[src/rtl/postdiv_pkg.sv]
package postdiv_pkg;
   localparam int PD_CODE_W = 3;

   typedef struct packed {
      logic [PD_CODE_W-1:0] code;
      logic                 half;
   } pd_cfg_t;

   function automatic pd_cfg_t pd_normalize(input logic [PD_CODE_W-1:0] sel,
                                            input logic half,
                                            input int unsigned max_log2);
      pd_cfg_t c;
      if (int'(sel) >= int'(max_log2)) c.code = PD_CODE_W'(max_log2 - 1);
      else                             c.code = sel;
      c.half = half;
      return c;
   endfunction
endpackage

[src/rtl/postdiv_cfg_shadow.sv]
module postdiv_cfg_shadow
   import postdiv_pkg::*;
#(
   parameter int MAX_LOG2 = 6
) (
   input  logic                 clk,
   input  logic                 rst_n,
   input  logic [PD_CODE_W-1:0] sel,
   input  logic                 half,
   input  logic                 frame_end,
   output pd_cfg_t              cfg_cur,
   output logic                 applied
);
   pd_cfg_t req, shadow;

   assign req = pd_normalize(sel, half, MAX_LOG2);

   always_ff @(posedge clk) begin
      if (!rst_n) begin
         shadow  <= req;
         cfg_cur <= req;
         applied <= 1'b0;
      end else begin
         applied <= frame_end && (shadow != cfg_cur);
         if (frame_end) cfg_cur <= shadow;
         shadow <= req;
      end
   end

   // adopted code never exceeds the largest ratio
   a_r2_code_range: assert property (@(posedge clk) disable iff (!rst_n)
      int'(cfg_cur.code) < MAX_LOG2);

   // adopted setting moves only at a frame end
   a_r5_hold_mid_frame: assert property (@(posedge clk) disable iff (!rst_n)
      !frame_end |=> cfg_cur == $past(cfg_cur));

   // flag is a single-cycle pulse
   a_r5_flag_single: assert property (@(posedge clk) disable iff (!rst_n)
      applied |=> !applied);
endmodule

[src/rtl/postdiv_phase_gen.sv]
module postdiv_phase_gen
   import postdiv_pkg::*;
#(
   parameter int MAX_LOG2 = 6
) (
   input  logic    clk,
   input  logic    rst_n,
   input  pd_cfg_t cfg,
   output logic    frame_end,
   output logic    wa_next,
   output logic    wb_next,
   output logic    wa_cur,
   output logic    wb_cur
);
   localparam int CNT_W = MAX_LOG2 + 1;

   logic [CNT_W-1:0] cnt, cnt_n, frame_last;
   logic             tog, tog_n;

   // last count of a frame spanning two periods of A: 2*2^(code+1) - 1
   assign frame_last = (CNT_W'(1) << (cfg.code + 2)) - CNT_W'(1);
   assign frame_end  = (cnt == frame_last);
   assign cnt_n      = frame_end ? '0 : cnt + CNT_W'(1);
   assign wa_next    = |((cnt_n >> cfg.code) & CNT_W'(1));
   assign tog_n      = tog ^ (wa_next & ~wa_cur);

   generate
      if (MAX_LOG2 >= 1) begin : g_b_sel
         assign wb_next = cfg.half ? tog_n : wa_next;
      end
   endgenerate

   always_ff @(posedge clk) begin
      if (!rst_n) begin
         cnt    <= '0;
         tog    <= 1'b0;
         wa_cur <= 1'b0;
         wb_cur <= 1'b0;
      end else begin
         cnt    <= cnt_n;
         tog    <= tog_n;
         wa_cur <= wa_next;
         wb_cur <= wb_next;
      end
   end

   // checker: length of the current high run of wave A
   logic [CNT_W-1:0] hi_len;
   always_ff @(posedge clk) begin
      if (!rst_n) hi_len <= '0;
      else        hi_len <= wa_next ? hi_len + CNT_W'(1) : '0;
   end

   // every high phase of A lasts exactly ratio/2 cycles
   a_r1_half_period: assert property (@(posedge clk) disable iff (!rst_n)
      (wa_cur && !wa_next) |-> hi_len == (CNT_W'(1) << cfg.code));

   // both waves start low after a frame end
   a_r5_frame_low: assert property (@(posedge clk) disable iff (!rst_n)
      frame_end |=> !wa_cur && !wb_cur);

   // same-rate mode keeps B equal to A
   a_r3_same_rate: assert property (@(posedge clk) disable iff (!rst_n)
      !cfg.half |=> wb_cur == wa_cur);
endmodule

[src/rtl/postdiv_stop_gate.sv]
module postdiv_stop_gate (
   input  logic clk,
   input  logic rst_n,
   input  logic stop,
   input  logic w_next,
   input  logic w_cur,
   output logic q
);
   logic run, run_n;

   always_comb begin
      if (run) run_n = !(stop && !w_cur);
      else     run_n = !stop && w_next && !w_cur;
   end

   always_ff @(posedge clk) begin
      if (!rst_n) begin
         run <= 1'b1;
         q   <= 1'b0;
      end else begin
         run <= run_n;
         q   <= run_n & w_next;
      end
   end

   // a stopped low output stays low
   a_r7_hold_low: assert property (@(posedge clk) disable iff (!rst_n)
      (stop && !q) |=> !q);

   // an output high while its wave stays high is never cut short
   a_r6_no_runt: assert property (@(posedge clk) disable iff (!rst_n)
      (q && w_next) |=> q);

   // no restart in the middle of a high phase
   a_r8_no_mid_start: assert property (@(posedge clk) disable iff (!rst_n)
      (!q && w_cur) |=> !q);
endmodule

[src/rtl/dual_clock_postdiv.sv]
module dual_clock_postdiv
   import postdiv_pkg::*;
#(
   parameter int MAX_LOG2 = 6
) (
   input  logic                 clk_fast,
   input  logic                 rst_n,
   input  logic [PD_CODE_W-1:0] ratio_sel,
   input  logic                 half_b,
   input  logic                 stop_a,
   input  logic                 stop_b,
   output logic                 clk_a,
   output logic                 clk_b,
   output logic                 cfg_applied
);
   localparam int N_OUT = 2;

   generate
      if (MAX_LOG2 < 1 || MAX_LOG2 > (1 << PD_CODE_W)) begin : g_bad_param
         $error("MAX_LOG2 out of range for the ratio code width");
      end
   endgenerate

   pd_cfg_t          cfg_cur;
   logic             frame_end, wa_n, wb_n, wa_q, wb_q;
   logic [N_OUT-1:0] stop_v, wn_v, wq_v, q_v;

   postdiv_cfg_shadow #(.MAX_LOG2(MAX_LOG2)) u_shadow (
      .clk(clk_fast), .rst_n(rst_n), .sel(ratio_sel), .half(half_b),
      .frame_end(frame_end), .cfg_cur(cfg_cur), .applied(cfg_applied));

   postdiv_phase_gen #(.MAX_LOG2(MAX_LOG2)) u_phase (
      .clk(clk_fast), .rst_n(rst_n), .cfg(cfg_cur), .frame_end(frame_end),
      .wa_next(wa_n), .wb_next(wb_n), .wa_cur(wa_q), .wb_cur(wb_q));

   assign stop_v = {stop_b, stop_a};
   assign wn_v   = {wb_n, wa_n};
   assign wq_v   = {wb_q, wa_q};

   generate
      for (genvar i = 0; i < N_OUT; i++) begin : g_gate
         postdiv_stop_gate u_gate (
            .clk(clk_fast), .rst_n(rst_n), .stop(stop_v[i]),
            .w_next(wn_v[i]), .w_cur(wq_v[i]), .q(q_v[i]));
      end
   endgenerate

   assign clk_a = q_v[0];
   assign clk_b = q_v[1];

   // adoption happens only where both outputs are low
   a_r5_flag_outputs_low: assert property (@(posedge clk_fast) disable iff (!rst_n)
      cfg_applied |-> !clk_a && !clk_b);

   // while B is stopped and low, A still runs off the shared phase
   a_r9_a_independent: assert property (@(posedge clk_fast) disable iff (!rst_n)
      (!stop_a && clk_a && wa_n) |=> clk_a);
endmodule

[config.mk]
export PLATFORM = sky130hd
export DESIGN_NAME = dual_clock_postdiv
export DESIGN_NICKNAME = d
export VERILOG_FILES = /design/src/rtl/postdiv_pkg.sv /design/src/rtl/postdiv_cfg_shadow.sv /design/src/rtl/postdiv_phase_gen.sv /design/src/rtl/postdiv_stop_gate.sv /design/src/rtl/dual_clock_postdiv.sv
export SDC_FILE = /design/constraint.sdc
export NUM_CORES = 1
export LEC_CHECK = 0
export ABC_AREA = 1
export ABC_CLOCK_PERIOD_IN_PS = 2300
export BUFFER_PORTS_ARGS = -buffer_cell sky130_fd_sc_hd__buf_2
export CORE_ASPECT_RATIO = 2
export CORE_UTILIZATION = 30
export CTS_CLUSTER_SIZE = 30
export DETAILED_ROUTE_END_ITERATION = 12
export SLEW_MARGIN = 20
export SYNTH_ARGS = -nofsm -noshare
export SYNTH_HDL_FRONTEND = slang
export SYNTH_SLANG_ARGS = --single-unit
[constraint.sdc]
create_clock -name clk_fast -period 2.3 [get_ports clk_fast]
set_input_delay 0.23 -clock clk_fast [delete_from_list [all_inputs] [get_ports clk_fast]]
set_output_delay 0.23 -clock clk_fast [all_outputs]
set_load 0.02 [all_outputs]
==> results of run 1 <==
-- final cells by class --
| cell class | count | area (um^2) |
|---|---|---|
| Timing Repair Buffer | 18 | 110 |
| Sequential cell | 23 | 500 |
| Clock inverter | 1 | 5.00 |
| Clock buffer | 3 | 41.3 |
| Multi-Input combinational cell | 121 | 711 |
| Inverter | 23 | 86.3 |
| Tap cell | 52 | 65.1 |
| Fill cell | 424 | 2570 |
-- worst min path at each step --
stage	from	end	slack, ns	depth (start not counted)
finish	half_b	u_shadow.shadow[0]	0.08	1
global route	half_b	u_shadow.shadow[0]	0.08	1
CTS	half_b	u_shadow.shadow[0]	0.07	1
detailed placement	half_b	u_shadow.shadow[0]	0.35	1
global placement	half_b	u_shadow.shadow[0]	0.35	1
floorplan	half_b	u_shadow.shadow[0]	0.26	0
-- state kept, by name, summed over array words and instances, names as in the netlist --
signal	count
u_phase.cnt	7
u_shadow.cfg_cur	4
u_shadow.shadow	4
g_gate.u_gate.q	2
g_gate.u_gate.run	2
u_phase.tog	1
u_phase.wa_cur	1
u_phase.wb_cur	1
u_shadow.applied	1
-- metrics by stage --
stage               power, uW  cells  hold slack [ns]
detailed placement        637    234            0.348
global route              929    241           0.0767
CTS                       883    238           0.0730
floorplan                 588    169            0.258
global placement          635    234            0.346
finish                    881    241           0.0815
-- routing by layer --
layer	vias up	global-route usage	share of wire
met2	9	0.267	0.61
li1	565	-	-
met3	4	0.00956	0.012
met4	0	0.0787	0.026
met1	499	0.123	0.35
met5	-	0	0
-- cells by family (layout without fill, tap and decap cells) --
family	count (synthesis)	in the layout	synth area share
flops	23	23	0.389
compound gates	8	8	0.0428
simple gates	100	100	0.389
fa+ha+maj	6	6	0.0584
buf+inv	25	45	0.0730
xor+xnor	7	7	0.0477
-- power breakdown --
group	leakage, uW	switching [uW]	total, uW	internal (uW)
Combinational	0.000505	109	183	74.7
Sequential	0.000196	18.2	454	435
Clock	0.0000255	123	244	121
Total	0.000726	250	881	631
-- cell usage after synthesis, drive strengths merged --
library cell / instances
nor4: 1
clkinv: 1
and2: 1
nand3: 15
a21oi: 1
xor2: 7
o21ai: 3
nand3b: 1
clkbuf: 2
nor2: 26
nand4: 1
edfxtp: 4
o2111ai: 1
nor3: 2
nand2: 53
dfxtp: 19
o22ai: 1
a21o: 1
inv: 22
a22o: 1
ha: 6
-- worst max-delay path, stage by stage (launching register included) --
cell and delay, ns:
edfxtp_1 0.46, inv_2 0.12, buf_4 0.14, ha_2 0.20
o21ai_0 0.08, nor2_1 0.13, nand2_2 0.08, nor2_4 0.10
nand2_4 0.09, o21ai_2 0.07, nand3_2 0.11, nand4_1 0.13
nand3_2 0.10, nand3_2 0.07, nand2_1 0.04, nand2_1 0.05
nand2_1 0.04
-- timing repair --
item	in CTS	in global routing
setup endpoints to repair	0	5
buffers inserted	0	3
resized for setup	0	5
==> metrics.md, run 1 <==
| Metric | Value |
|---|---|
| Share of cells above drive strength 1 | `0.286` |
| CP endpoint kind | `register` |
| Worst-Margin Slew | `0.351 ns` |
| Crit-path max FO | `6` |
| RD Place Congestion | `0.835` |
| Yosys top cell by area | `dfxtp_1` |
| FP Rows | `33` |
| Fmax | `0.476 GHz` |
| Post-Route Utilization | `0.372` |
| First-pass GRT wire length | `4.44 mm` |
| CTS tree | `built` |
| WL final | `2.67 mm` |
| Post-Syn Area | `0.00128 mm^2` |
| Status | `finished, final reports clean` |
| DRC Markers | `0` |
| Clock Latency Late Sink | `0.26 ns` |
| Crit path required time | `2.46 ns` |
| Crit path capture | `g_gate[1].u_gate.run` |
| Kind of critical path | `reg2reg` |
| Wirelength per Cell | `11.1 um` |
| Count of final setup violators | `0` |
| Ys Warns | `0` |
| Area Growth Syn to Fin | `18.2%` |
| Pleak | `0.000726 uW` |
| Worst min path class | `in2reg` |
| Final setup margin | `0.200 ns` |
| Commonest non-fill, non-tap cell in the layout | `nand2_1` |
| Port Buffers | `10` |
| Slew HR | `0.765` |
| VDD IR-drop max | `0.447 mV` |
| Synthesized area per cell | `7.60 um^2` |
| CORE AREA | `0.00409 mm^2` |
| # H-tree levels | `1` |
| Syn_nets | `183` |
| Synth area leaders | `dfxtp_1 30%, nand2_1 13%, edfxtp_1 9.3%` |
| Via count | `1,077` |
| Die Y | `94.6 um` |
| Die Wd | `48.3 um` |
| Synth Register Bits | `23` |
| Clk_skew | `0.00174 ns` |
| Initial Util | `0.314` |
| Critical Path Start | `u_shadow.cfg_cur[2]` |
| Reg-to-Reg End | `g_gate[1].u_gate.run` |
| FF-to-FF path depth | `16` |
| Setup TNS | `0 ns` |
| Crit path DAT | `2.26 ns` |
| Root buffer cell | `clkbuf_8` |
| Pre-CTS WS | `0.107 ns` |
| Antenna cells | `0` |
| Grt ovf | `0` |
| Post-route cell area | `0.00152 mm^2` |
| HPWL Detailed | `2.13 mm` |
| Number of global-route vias before repair | `1,080` |
| CTS Buf Count | `3` |
| Pwr Density | `580 mW/mm^2` |
| Startpoint types | `register` |
| Reg2reg setup slack | `0.20 ns` |
| Total track usage | `0.138` |
| Max-cap viol count | `0` |
| Yosys cell types | `30` |
| Max clock buf depth | `2` |
| Cell Area, Placed | `0.00143 mm^2` |
| Sink Count | `23` |
| NumNets Final | `204` |
| Clock slew at reported path FFs | `0.08 ns` |
| CTS Hold Buffers Added | `0` |
| Die footprint | `0.00456 mm^2` |
| Final Hold Vio Count | `0` |
| Cell count after synthesis | `169` |
| Top Ports | `11` |
| Commonest cells after routing, fill and taps aside | `45 x nand2_1, 20 x nor2_1, 19 x dfxtp_1, 16 x inv_1, 10 x buf_2` |
| Share of the synthesized area in the top cell type | `0.296` |
| Initial DRC Count | `37` |
| Sequential fraction of the synthesis area | `0.389` |
| Antenna Nets Post-Route | `0` |
| Largest net degree at the start of global routing | `14` |
| Initial antenna violation count | `0` |
| Final period utilization | `0.913` |
| DRT Pass-1 Iters | `2` |
| Final min period | `2.10 ns` |
| Max-slew violations | `0` |
| Drt via density | `4.47` |
| R2r startpoint | `u_shadow.cfg_cur[2]` |
No activity file was read; power rests on OpenSTA's default activity.
==> run 2: changes to the inputs <==
--- a/config.mk
+++ b/config.mk
@@ -12,6 +12,7 @@
 export CORE_UTILIZATION = 30
 export CTS_CLUSTER_SIZE = 30
 export DETAILED_ROUTE_END_ITERATION = 12
+export SETUP_SLACK_MARGIN = 0.3
 export SLEW_MARGIN = 20
 export SYNTH_ARGS = -nofsm -noshare
 export SYNTH_HDL_FRONTEND = slang
==> run 2 against run 1 <==
- critical path depth increased by 2
- clock power increased by 2%
- wire length increased by 4.7%
- final area increased by 4.3%
- register-to-register slack about the same
- first-iteration DRC count decreased by 68%
- clock skew increased by 0.0097 ns
- sequential power about the same
- via count increased by 1.0%
- worst setup slack improved by 0.0048 ns
- largest cell class unchanged
==> metrics.md, run 2 (synthesis gave the netlist of run 1 again) <==
| Metric | Value |
|---|---|
| Status | `finished, final reports clean (unchanged)` |
| RD Place Congestion | `0.783 (was 0.835)` |
| Wirelength per Cell | `11.4 um (was 11.1 um)` |
| Largest net degree at the start of global routing | `14 (unchanged)` |
| Final Hold Vio Count | `0 (unchanged)` |
| Reg2reg setup slack | `0.20 ns (about the same)` |
| CTS Buf Count | `3 (unchanged)` |
| First-pass GRT wire length | `4.97 mm (was 4.44 mm)` |
| Clk_skew | `0.0115 ns (was 0.00174 ns)` |
| Pwr Density | `577 mW/mm^2 (was 580 mW/mm^2)` |
| Initial DRC Count | `12 (was 37)` |
| RSZ-0062 raised after global routing | `yes` |
| # H-tree levels | `1 (unchanged)` |
| Number of fill cells in the layout | `432 (was 424)` |
| Die Y | `94.6 um (unchanged)` |
| Top Ports | `11 (unchanged)` |
| Max clock buf depth | `2 (unchanged)` |
| Commonest non-fill, non-tap cell in the layout | `nand2_1 (unchanged)` |
| WL final | `2.79 mm (was 2.67 mm)` |
| Antenna Nets Post-Route | `0 (unchanged)` |
| DRT Pass-1 Iters | `4 (was 2)` |
| Antenna cells | `0 (unchanged)` |
| CTS Hold Buffers Added | `0 (unchanged)` |
| Die Wd | `48.3 um (unchanged)` |
| Post-Route Utilization | `0.388 (was 0.372)` |
| Top reg by flops | `u_phase.cnt (unchanged)` |
| CP endpoint kind | `register (unchanged)` |
| Setup TNS | `0 ns (unchanged)` |
| FP Rows | `33 (unchanged)` |
| CORE AREA | `0.00409 mm^2 (unchanged)` |
| Max-cap viol count | `0 (unchanged)` |
| Crit path required time | `2.47 ns (was 2.46 ns)` |
| Port Buffers | `10 (unchanged)` |
| HPWL Detailed | `2.18 mm (was 2.13 mm)` |
| Crit-path max FO | `4 (was 6)` |
| Worst-Margin Slew | `0.289 ns (was 0.351 ns)` |
| Initial antenna violation count | `0 (unchanged)` |
| NumNets Final | `208 (was 204)` |
| Overall Power | `913 uW (was 881 uW)` |
| Die footprint | `0.00456 mm^2 (unchanged)` |
| Clock slew at reported path FFs | `0.09 ns (was 0.08 ns)` |
| Worst min path class | `in2reg (unchanged)` |
| Grt ovf | `0 (unchanged)` |
| Max FFs per register | `7 (unchanged)` |
| Via count | `1,088 (was 1,077)` |
| Area Growth Syn to Fin | `23.3% (was 18.2%)` |
| Kind of critical path | `reg2reg (unchanged)` |
| Pleak | `0.000750 uW (was 0.000726 uW)` |
| Startpoint types | `register (unchanged)` |
| Commonest cells after routing, fill and taps aside | `42 x nand2_1, 19 x nor2_1, 19 x dfxtp_1, 16 x inv_1, 12 x buf_4 (was 45 x nand2_1, 20 x nor2_1, 19 x dfxtp_1, 16 x inv_1, 10 x buf_2)` |
| CTS tree | `built (unchanged)` |
| Final min period | `2.10 ns (about the same)` |
| Number of global-route vias before repair | `1,159 (was 1,080)` |
| Total track usage | `0.154 (was 0.138)` |
| Initial Util | `0.314 (unchanged)` |
| Count of final setup violators | `0 (unchanged)` |
| Crit path DAT | `2.26 ns (about the same)` |
| Clock Latency Late Sink | `0.27 ns (was 0.26 ns)` |
| Share of cells above drive strength 1 | `0.326 (was 0.286)` |
| Max-slew violations | `0 (unchanged)` |
| Sink Count | `23 (unchanged)` |
| VDD IR-drop max | `0.488 mV (was 0.447 mV)` |
| Drt via density | `4.44 (was 4.47)` |
| Fmax | `0.477 GHz (was 0.476 GHz)` |
| Top Registers | `u_phase.cnt: 7 flops, u_shadow.cfg_cur: 4 flops, u_shadow.shadow: 4 flops (unchanged)` |
| Final period utilization | `0.911 (was 0.913)` |
| Slew HR | `0.806 (was 0.765)` |
| Root buffer cell | `clkbuf_8 (unchanged)` |
| DRC Markers | `0 (unchanged)` |
[run 2: cell count changes in the layout (fill, tap and decap cells not counted), sizes merged]
cell  before  now
buf       18   22
[run 2: power breakdown]
| part | internal (uW) | total [uW] | leakage (uW) | switching (uW) |
|---|---|---|---|---|
| logic | 88.1 | 207 | 0.000529 | 119 |
| clock network | 121 | 250 | 0.0000255 | 129 |
| registers | 436 | 456 | 0.000196 | 20.6 |
| total | 645 | 913 | 0.000750 | 269 |
[run 2: worst paths after layout]
| path | from | to | depth (start not counted) |
|---|---|---|---|
| max | u_shadow.cfg_cur[2] | g_gate[1].u_gate.run | 18 |
| min | half_b | u_shadow.shadow[0] | 1 |
| max reg2reg | u_shadow.cfg_cur[2] | g_gate[1].u_gate.run | 18 |
| min reg2reg | g_gate[0].u_gate.run | g_gate[0].u_gate.run | 2 |
[run 2: area by class of cell]
| cell class | count | area (um^2) | area share |
|---|---|---|---|
| clock inverters | 1 | 5.00 | 0.00316 |
| well taps | 52 | 65.1 | 0.0411 |
| clock buffers | 3 | 41.3 | 0.0261 |
| multi-input cells | 121 | 741 | 0.468 |
| repair buffers | 22 | 140 | 0.0885 |
| inverters | 23 | 91.3 | 0.0577 |
| flip-flops and latches | 23 | 500 | 0.316 |
[run 2: what timing repair did]
item                                    4_1_cts  5_1_grt
gates resized for setup                       4        5
endpoints found under the setup margin        5       18
endpoints found under the hold margin         0        0
pin swaps                                     5        5
setup buffers                                 8        1
[run 2: layer usage]
layer / global-route usage / wire, um / share of wire
met3: 0.0191 / 34 / 0.012
met4: 0.0810 / 89 / 0.032
met1: 0.140 / 942 / 0.34
met2: 0.293 / 1720 / 0.62
met5: 0 / 0 / 0
[run 2: stage by stage]
stage	std cells	hold slack, ns	setup slack, ns	instance area, um^2
floorplan	169	0.258	0.273	1310
global placement	232	0.348	0.163	1440
detailed placement	232	0.348	0.145	1440
CTS	244	0.0755	0.240	1560
global route	245	0.0733	0.0259	1580
finish	245	0.0811	0.204	1580
[run 2: worst max-delay path, cell delays in order, from the launching register on]
cell and delay (ns):
edfxtp_1 0.45, inv_2 0.13, ha_4 0.22, nor2_4 0.10, nand2_1 0.06, nand2_1 0.05, nand2_1 0.07, inv_2 0.05
nand2_2 0.05, nor2_4 0.09, nand2_4 0.07, o21ai_2 0.06, nand3_2 0.12, nand4_1 0.16, nand3_4 0.11, nand3_2 0.06
nand2_1 0.04, nand2_1 0.05, nand2_1 0.04
